`src/rtl/alarm_match.sv`:
```
module alarm_match #(
  parameter int DW = 8
) (
  input  logic          clk,
  input  logic          rst_n,
  input  logic          tick,
  input  logic [DW-1:0] cur_sec,
  input  logic [DW-1:0] cur_min,
  input  logic [DW-1:0] cur_hour,
  input  logic [DW-1:0] cur_wday,
  input  logic [DW-1:0] cur_mday,
  input  logic [DW-1:0] a1_sec,
  input  logic [DW-1:0] a1_min,
  input  logic [DW-1:0] a1_hour,
  input  logic [DW-1:0] a1_dd,
  input  logic [DW-1:0] a2_min,
  input  logic [DW-1:0] a2_hour,
  input  logic [DW-1:0] a2_dd,
  input  logic          a1_ie,
  input  logic          a2_ie,
  input  logic          intcn,
  input  logic          flag_wr,
  input  logic [1:0]    flag_wdata,
  output logic          a1_flag,
  output logic          a2_flag,
  output logic          irq_n
);

  localparam int MB = DW - 1;
  localparam int SB = DW - 2;
  localparam int DB = DW - 3;

  logic [DW-1:0] a1_tgt, a2_tgt;
  logic hit1, hit2, at_zero, clr1, clr2;

  assign a1_tgt  = a1_dd[SB] ? cur_wday : cur_mday;
  assign a2_tgt  = a2_dd[SB] ? cur_wday : cur_mday;
  assign at_zero = (cur_sec[SB:0] == '0);

  assign hit1 = (a1_sec[MB]  | (a1_sec[SB:0]  == cur_sec[SB:0]))
              & (a1_min[MB]  | (a1_min[SB:0]  == cur_min[SB:0]))
              & (a1_hour[MB] | (a1_hour[SB:0] == cur_hour[SB:0]))
              & (a1_dd[MB]   | (a1_dd[DB:0]   == a1_tgt[DB:0]));

  assign hit2 = at_zero
              & (a2_min[MB]  | (a2_min[SB:0]  == cur_min[SB:0]))
              & (a2_hour[MB] | (a2_hour[SB:0] == cur_hour[SB:0]))
              & (a2_dd[MB]   | (a2_dd[DB:0]   == a2_tgt[DB:0]));

  assign clr1 = flag_wr & ~flag_wdata[0];
  assign clr2 = flag_wr & ~flag_wdata[1];

  always_ff @(posedge clk) begin
    if (!rst_n) begin
      a1_flag <= 1'b0;
      a2_flag <= 1'b0;
    end else begin
      a1_flag <= (tick & hit1) | (a1_flag & ~clr1);
      a2_flag <= (tick & hit2) | (a2_flag & ~clr2);
    end
  end

  assign irq_n = ~(intcn & ((a1_flag & a1_ie) | (a2_flag & a2_ie)));

  AST_NO_SET_IDLE: assert property (@(posedge clk) disable iff (!rst_n)
    (!tick && !a1_flag && !a2_flag) |=> (!a1_flag && !a2_flag));
  AST_FLAG_STICKY: assert property (@(posedge clk) disable iff (!rst_n)
    (a1_flag && !clr1) |=> a1_flag);
  AST_CLEAR_TAKES: assert property (@(posedge clk) disable iff (!rst_n)
    (clr2 && !tick) |=> !a2_flag);
  AST_A2_SEC_ZERO: assert property (@(posedge clk) disable iff (!rst_n)
    (tick && cur_sec[SB:0] != '0 && !a2_flag) |=> !a2_flag);
  AST_ALL_MASK_FIRES: assert property (@(posedge clk) disable iff (!rst_n)
    (tick && a1_sec[MB] && a1_min[MB] && a1_hour[MB] && a1_dd[MB]) |=> a1_flag);
  AST_IRQ_QUIET: assert property (@(posedge clk) disable iff (!rst_n)
    !intcn |-> irq_n);

endmodule

```
`config.mk`:
```
export PLATFORM = sky130hd
export DESIGN_NAME = alarm_match
export DESIGN_NICKNAME = d
export VERILOG_FILES = /design/src/rtl/alarm_match.sv
export SDC_FILE = /design/constraint.sdc
export NUM_CORES = 1
export LEC_CHECK = 0
export CAP_MARGIN = 15
export CORE_MARGIN = 1
export CORE_UTILIZATION = 26
export CTS_CLUSTER_DIAMETER = 150
export DETAILED_ROUTE_END_ITERATION = 6
export GPL_ROUTABILITY_DRIVEN = 0
export PLACE_DENSITY = 0.86
export SLEW_MARGIN = 15
export SYNTH_ARGS = -nofsm -noshare
export SYNTH_HDL_FRONTEND = slang
export SYNTH_SLANG_ARGS = --single-unit
```
`constraint.sdc`:
```
create_clock -name clk -period 2.2 [get_ports clk]
set_input_delay 0.22 -clock clk [delete_from_list [all_inputs] [get_ports clk]]
set_output_delay 0.22 -clock clk [all_outputs]
set_load 0.02 [all_outputs]
```
Word-level counts from Yosys, hierarchy flattened
Index checks and enable logic that the tools add are counted.
{"block": "totals", "regBits": 2, "input_bits": 105, "output_inout_bits": 3, "word_cells": 42}
{"block": "classes", "eq_ne": 7, "muxes": 2, "n_bitwise": 30, "reduce_logical": 1}
{"cell": "7-bit == test", "n": 5}
{"cell": "1-bit AND", "n": 15}
{"cell": "6-bit == test", "n": 2}
{"cell": "6-bit two-way mux", "n": 2}
{"cell": "1-bit OR", "n": 10}
{"cell": "7-bit zero test", "n": 1}
{"cell": "1-bit NOT", "n": 5}

Longest topological paths before layout
Gate-level depths: netlist of the first run.
{"block": "depth", "depth_word": 7, "depth_mapped": 6, "mapped_depth_nobuf": 5}

Least setup slack after synthesis of the first run
No wires, ideal clock.
{"block": "synth_timing", "path_type": "input-to-reg", "from": "in a1_dd[6]", "to": "reg a1_flag", "setup_time_ns": 0.096, "arrival_ns": 1.281, "t_required_ns": 2.104, "path_slack_ns": 0.824, "path_stages": 6, "n_path_buf": 1, "path_cell_list": "buf_6 -> mux2i_1 -> xnor2_1 -> nor4_1 -> a31oi_1 -> o41ai_2"}
{"block": "synth_via", "elab_chain_cells": 6}
{"item": "start: declaration", "line": "15", "text": "input logic [DW-1:0] a1_dd,"}
{"item": "6-bit two-way mux", "line": "36", "text": "assign a1_tgt = a1_dd[SB] ? cur_wday : cur_mday;"}
{"item": "6-bit == test", "line": "43", "text": "& (a1_dd[MB] | (a1_dd[DB:0] == a1_tgt[DB:0]));"}
{"item": "1-bit OR", "line": "43"}
{"item": "1-bit AND", "line": "43"}
{"item": "1-bit AND", "line": "58", "text": "a1_flag <= (tick & hit1) | (a1_flag & ~clr1);"}
{"item": "1-bit OR", "line": "58"}
{"item": "end signal: assignment", "line": "58"}
{"item": "end: declaration", "line": "24", "text": "output logic a1_flag,"}
No other way between the ends.
A chain may end at the register's enable or synchronous reset.

Worst setup path after layout of the first run
Same ends and word-level chain as after synthesis.

==> results of run 1 <==
flip-flops by register name, indices dropped and copies added, names as in the netlist:
register and flops:
a1_flag 1, a2_flag 1
stage by stage:
step           hold WS (ns)  power, mW  setup slack [ns]  instance area, um^2  std cells
6_report              0.548      0.433             0.318                 1820        223
5_1_grt               0.604      0.462            0.0598                 1820        223
3_3_place_gp          0.532      0.343             0.127                 1800        220
2_1_floorplan         0.366      0.141             0.824                  766         90
3_5_place_dp          0.558      0.351            0.0593                 1800        220
4_1_cts               0.554      0.440             0.280                 1820        223
final cells by class:
class | count | area (um^2) | area share
timing repair buffer | 101 | 1010 | 0.554
inverter | 1 | 3.75 | 0.00206
tap | 31 | 38.8 | 0.0213
sequential | 2 | 40.0 | 0.0220
multi-input combinational | 85 | 707 | 0.388
clock buffer | 3 | 22.5 | 0.0124
worst register-to-register path, delay by kind of cell, from the launching register on:
kind | cells | cell delay [ns]
flip-flops | 1 | 0.32
AO/OA/AOI/OAI | 2 | 0.22
cell usage in the layout (no fill, tap or decap):
cell type                         netlist  layout
sky130_fd_sc_hd__a41oi_1                1       1
sky130_fd_sc_hd__xnor2_1               27      27
sky130_fd_sc_hd__clkbuf_4               0       3
sky130_fd_sc_hd__a31oi_1                2       2
sky130_fd_sc_hd__clkdlybuf4s50_1        0     100
sky130_fd_sc_hd__nand3_1                1       1
sky130_fd_sc_hd__nor4_1                 9       9
sky130_fd_sc_hd__o21ai_0                1       1
sky130_fd_sc_hd__o211ai_1               2       2
sky130_fd_sc_hd__a22o_1                 1       1
sky130_fd_sc_hd__buf_4                  0       1
sky130_fd_sc_hd__xor2_1                20      20
sky130_fd_sc_hd__o221ai_1               1       1
sky130_fd_sc_hd__nand2_1                2       2
sky130_fd_sc_hd__inv_1                  1       1
sky130_fd_sc_hd__o22ai_1                1       1
sky130_fd_sc_hd__o41ai_2                1       1
sky130_fd_sc_hd__nand4_1                4       4
sky130_fd_sc_hd__mux2i_1               12      12
sky130_fd_sc_hd__dfxtp_1                2       2
worst max-delay path by stage:
stage                         from  endpoint
after floorplan           a1_dd[6]   a1_flag
after global placement    a1_dd[6]   a1_flag
after detailed placement  a1_dd[6]   a1_flag
after CTS                 a1_dd[6]   a1_flag
after global routing      a1_dd[6]   a1_flag
final                     a1_dd[6]   a1_flag
per-layer routing:
| layer | wire length, um | track usage | part of all wire |
|---|---|---|---|
| met5 | 0 | 0 | 0 |
| met4 | 42 | 0.0627 | 0.013 |
| met3 | 324 | 0.0553 | 0.10 |
| met2 | 1690 | 0.410 | 0.53 |
| met1 | 1160 | 0.205 | 0.36 |
synth_stat cells:
cell	n	area [um^2]
sky130_fd_sc_hd__a22o_1	1	8.76
sky130_fd_sc_hd__clkbuf_1	1	3.75
sky130_fd_sc_hd__o21ai_0	1	5.00
sky130_fd_sc_hd__buf_6	1	11.3
sky130_fd_sc_hd__a41oi_1	1	8.76
sky130_fd_sc_hd__mux2i_1	12	120
sky130_fd_sc_hd__xor2_1	20	175
sky130_fd_sc_hd__dfxtp_1	2	40.0
sky130_fd_sc_hd__o41ai_2	1	16.3
sky130_fd_sc_hd__xnor2_1	27	236
sky130_fd_sc_hd__inv_1	1	3.75
sky130_fd_sc_hd__o211ai_1	2	15.0
sky130_fd_sc_hd__nand4_1	4	25.0
sky130_fd_sc_hd__o22ai_1	1	6.26
sky130_fd_sc_hd__nand3_1	1	5.00
sky130_fd_sc_hd__a31oi_1	2	12.5
sky130_fd_sc_hd__nor4_1	9	56.3
sky130_fd_sc_hd__nand2_1	2	7.51
sky130_fd_sc_hd__o221ai_1	1	8.76
where the power goes:
part | total (mW) | internal, mW | switching [mW]
clock network | 0.0847 | 0.0605 | 0.0242
logic | 0.312 | 0.218 | 0.0936
registers | 0.0373 | 0.0369 | 0.000332
total | 0.433 | 0.315 | 0.118
kinds of logic after synthesis:
| family | after synthesis | synth area share |
|---|---|---|
| mux | 12 | 0.157 |
| buf+inv | 3 | 0.0245 |
| simple gates | 16 | 0.123 |
| xor+xnor | 47 | 0.538 |
| compound gates | 10 | 0.106 |
| flops | 2 | 0.0523 |
==> reports/qor.tcl, run 1 <==
set qor(floorplan.core_area_mm2) 0.00278
set qor(hold-path-cell-count) 2
set qor(worstPathMaxFanout) 5
set qor(synth.ff_latch_count) 2
set qor(rows) 19
set qor(period_share) 0.855
set qor(clock_tree.root_cell) {sky130_fd_sc_hd__clkbuf_4}
set qor(setup_repair_after_global_routing_missed_its_margin) {false}
set qor(flop2flop_setup_slack_ns) 1.54
set qor(antenna_violations_before_repair) 0
set qor(tightest_slew_ns) 0.370
set qor(io_buffers) 100
set qor(critical_path_class) {input pin to flip-flop}
set qor(ios) 108
set qor(worst_hold_startpoint) {a2_flag}
set qor(finalNetCount) 299
set qor(netlist_area_um2) 766
set qor(path_cells) {clkdlybuf4s50_1 -> mux2i_1 -> xnor2_1 -> nor4_1 -> a31oi_1 -> o41ai_2}
set qor(tritoncts) {done}
set qor(timing.critical_path.from_type) {input pin}
set qor(finalCriticalPeriod_ns) 1.88
set qor(max_freq_ghz) 0.531
set qor(drtAntennaViolNets) 0
set qor(outcome) {completed}
set qor(cellPowerDensity_mw_per_mm2) 238
set qor(leakage_nw) 0.671
set qor(place_hpwl_um) 2940
set qor(htree_levels) 1
set qor(clkLatencyLatePin_ns) 0.23
set qor(post_route_cells_drive_above_1_share) 0.0260
set qor(fillCellCount) 266
set qor(layout-area-overhead-vs-synth_pct) 138
set qor(post_cts_buffers) 0
set qor(cts_max_path_buffers) 2
set qor(hold_viol) 0
set qor(maxCapViolCount) 0
set qor(finalSetupTns_ns) 0
set qor(critPathMaxStageDelay_ns) 0.63
set qor(routed_wirelength_um) 3230
set qor(worstRegToRegCells) 2
set qor(holdBufCountCts) 0
set qor(routed_wire_length_per_instance_um) 14.5
set qor(slew_viol_final) 0
set qor(syn_avg_cell_area_um2) 8.51
set qor(clock_sinks) 2
set qor(clock-skew-final_ns) 0
set qor(insertedDiodeCount) 0
set qor(cp_num_cells) 6
set qor(max_slew_headroom_at_the_worst_pin) 0.752
set qor(grt_usage) 0.207
set qor(detailed_routing_iterations_pass_1) 3
set qor(maximum_vdd_drop_v) 0.000205
set qor(cell_count_after_synthesis) 90
set qor(die_footprint_mm2) 0.00317
set qor(cts.clk_slew.worst_paths_ns) 0.03
set qor(worst_hold_path.endpoint) {a2_flag}
set qor(chipHeight_um) 56.3
set qor(globalRoute.totalOverflow) 0
set qor(layout.core_utilization) 0.655
set qor(global_route_wire_length_before_repair_um) 4990
set qor(die_width_um) 56.3
set qor(floorplan.initialDensity) 0.275
set qor(syn_nets) 195
set qor(grt_max_degree) 7
set qor(timing.critical_path.to_type) {flip-flop}
set qor(drt_iter0_markers) 6
set qor(path_delay_family) {buffers and inverters}
set qor(vias) 1057
set qor(ys_types) 19
set qor(route.detailed.vias_per_inst) 4.74
set qor(arrival_ns) 2.02
set qor(drc) 0
set qor(numCtsBuffers) 3
set qor(critical_path.reg2reg.startpoint) {a1_flag}
set qor(hold_path_class) {flip-flop to flip-flop}
set qor(seq_area_frac_synth) 0.0523
set qor(cp_num_buf_inv) 1
set qor(cts-resized-gates) 0
set qor(report.final.setup_viol) 0
set qor(cpMaxStageDelayCell) {sky130_fd_sc_hd__clkdlybuf4s50_1}
set qor(critical_path.reg2reg.endpoint) {a1_flag}
set qor(vias_in_the_first_global_route) 1133
set qor(yosysWarningCount) 0
set qor(critical_path_required_ns) 2.33
Note: power is estimated with default switching activity, not from simulation.
==> run 2, diff against run 1 <==
CTS_CLUSTER_SIZE = 14   (was default)
==> results of run 2 <==
No change in the layout: final DEF, timing and power equal those of run 1.
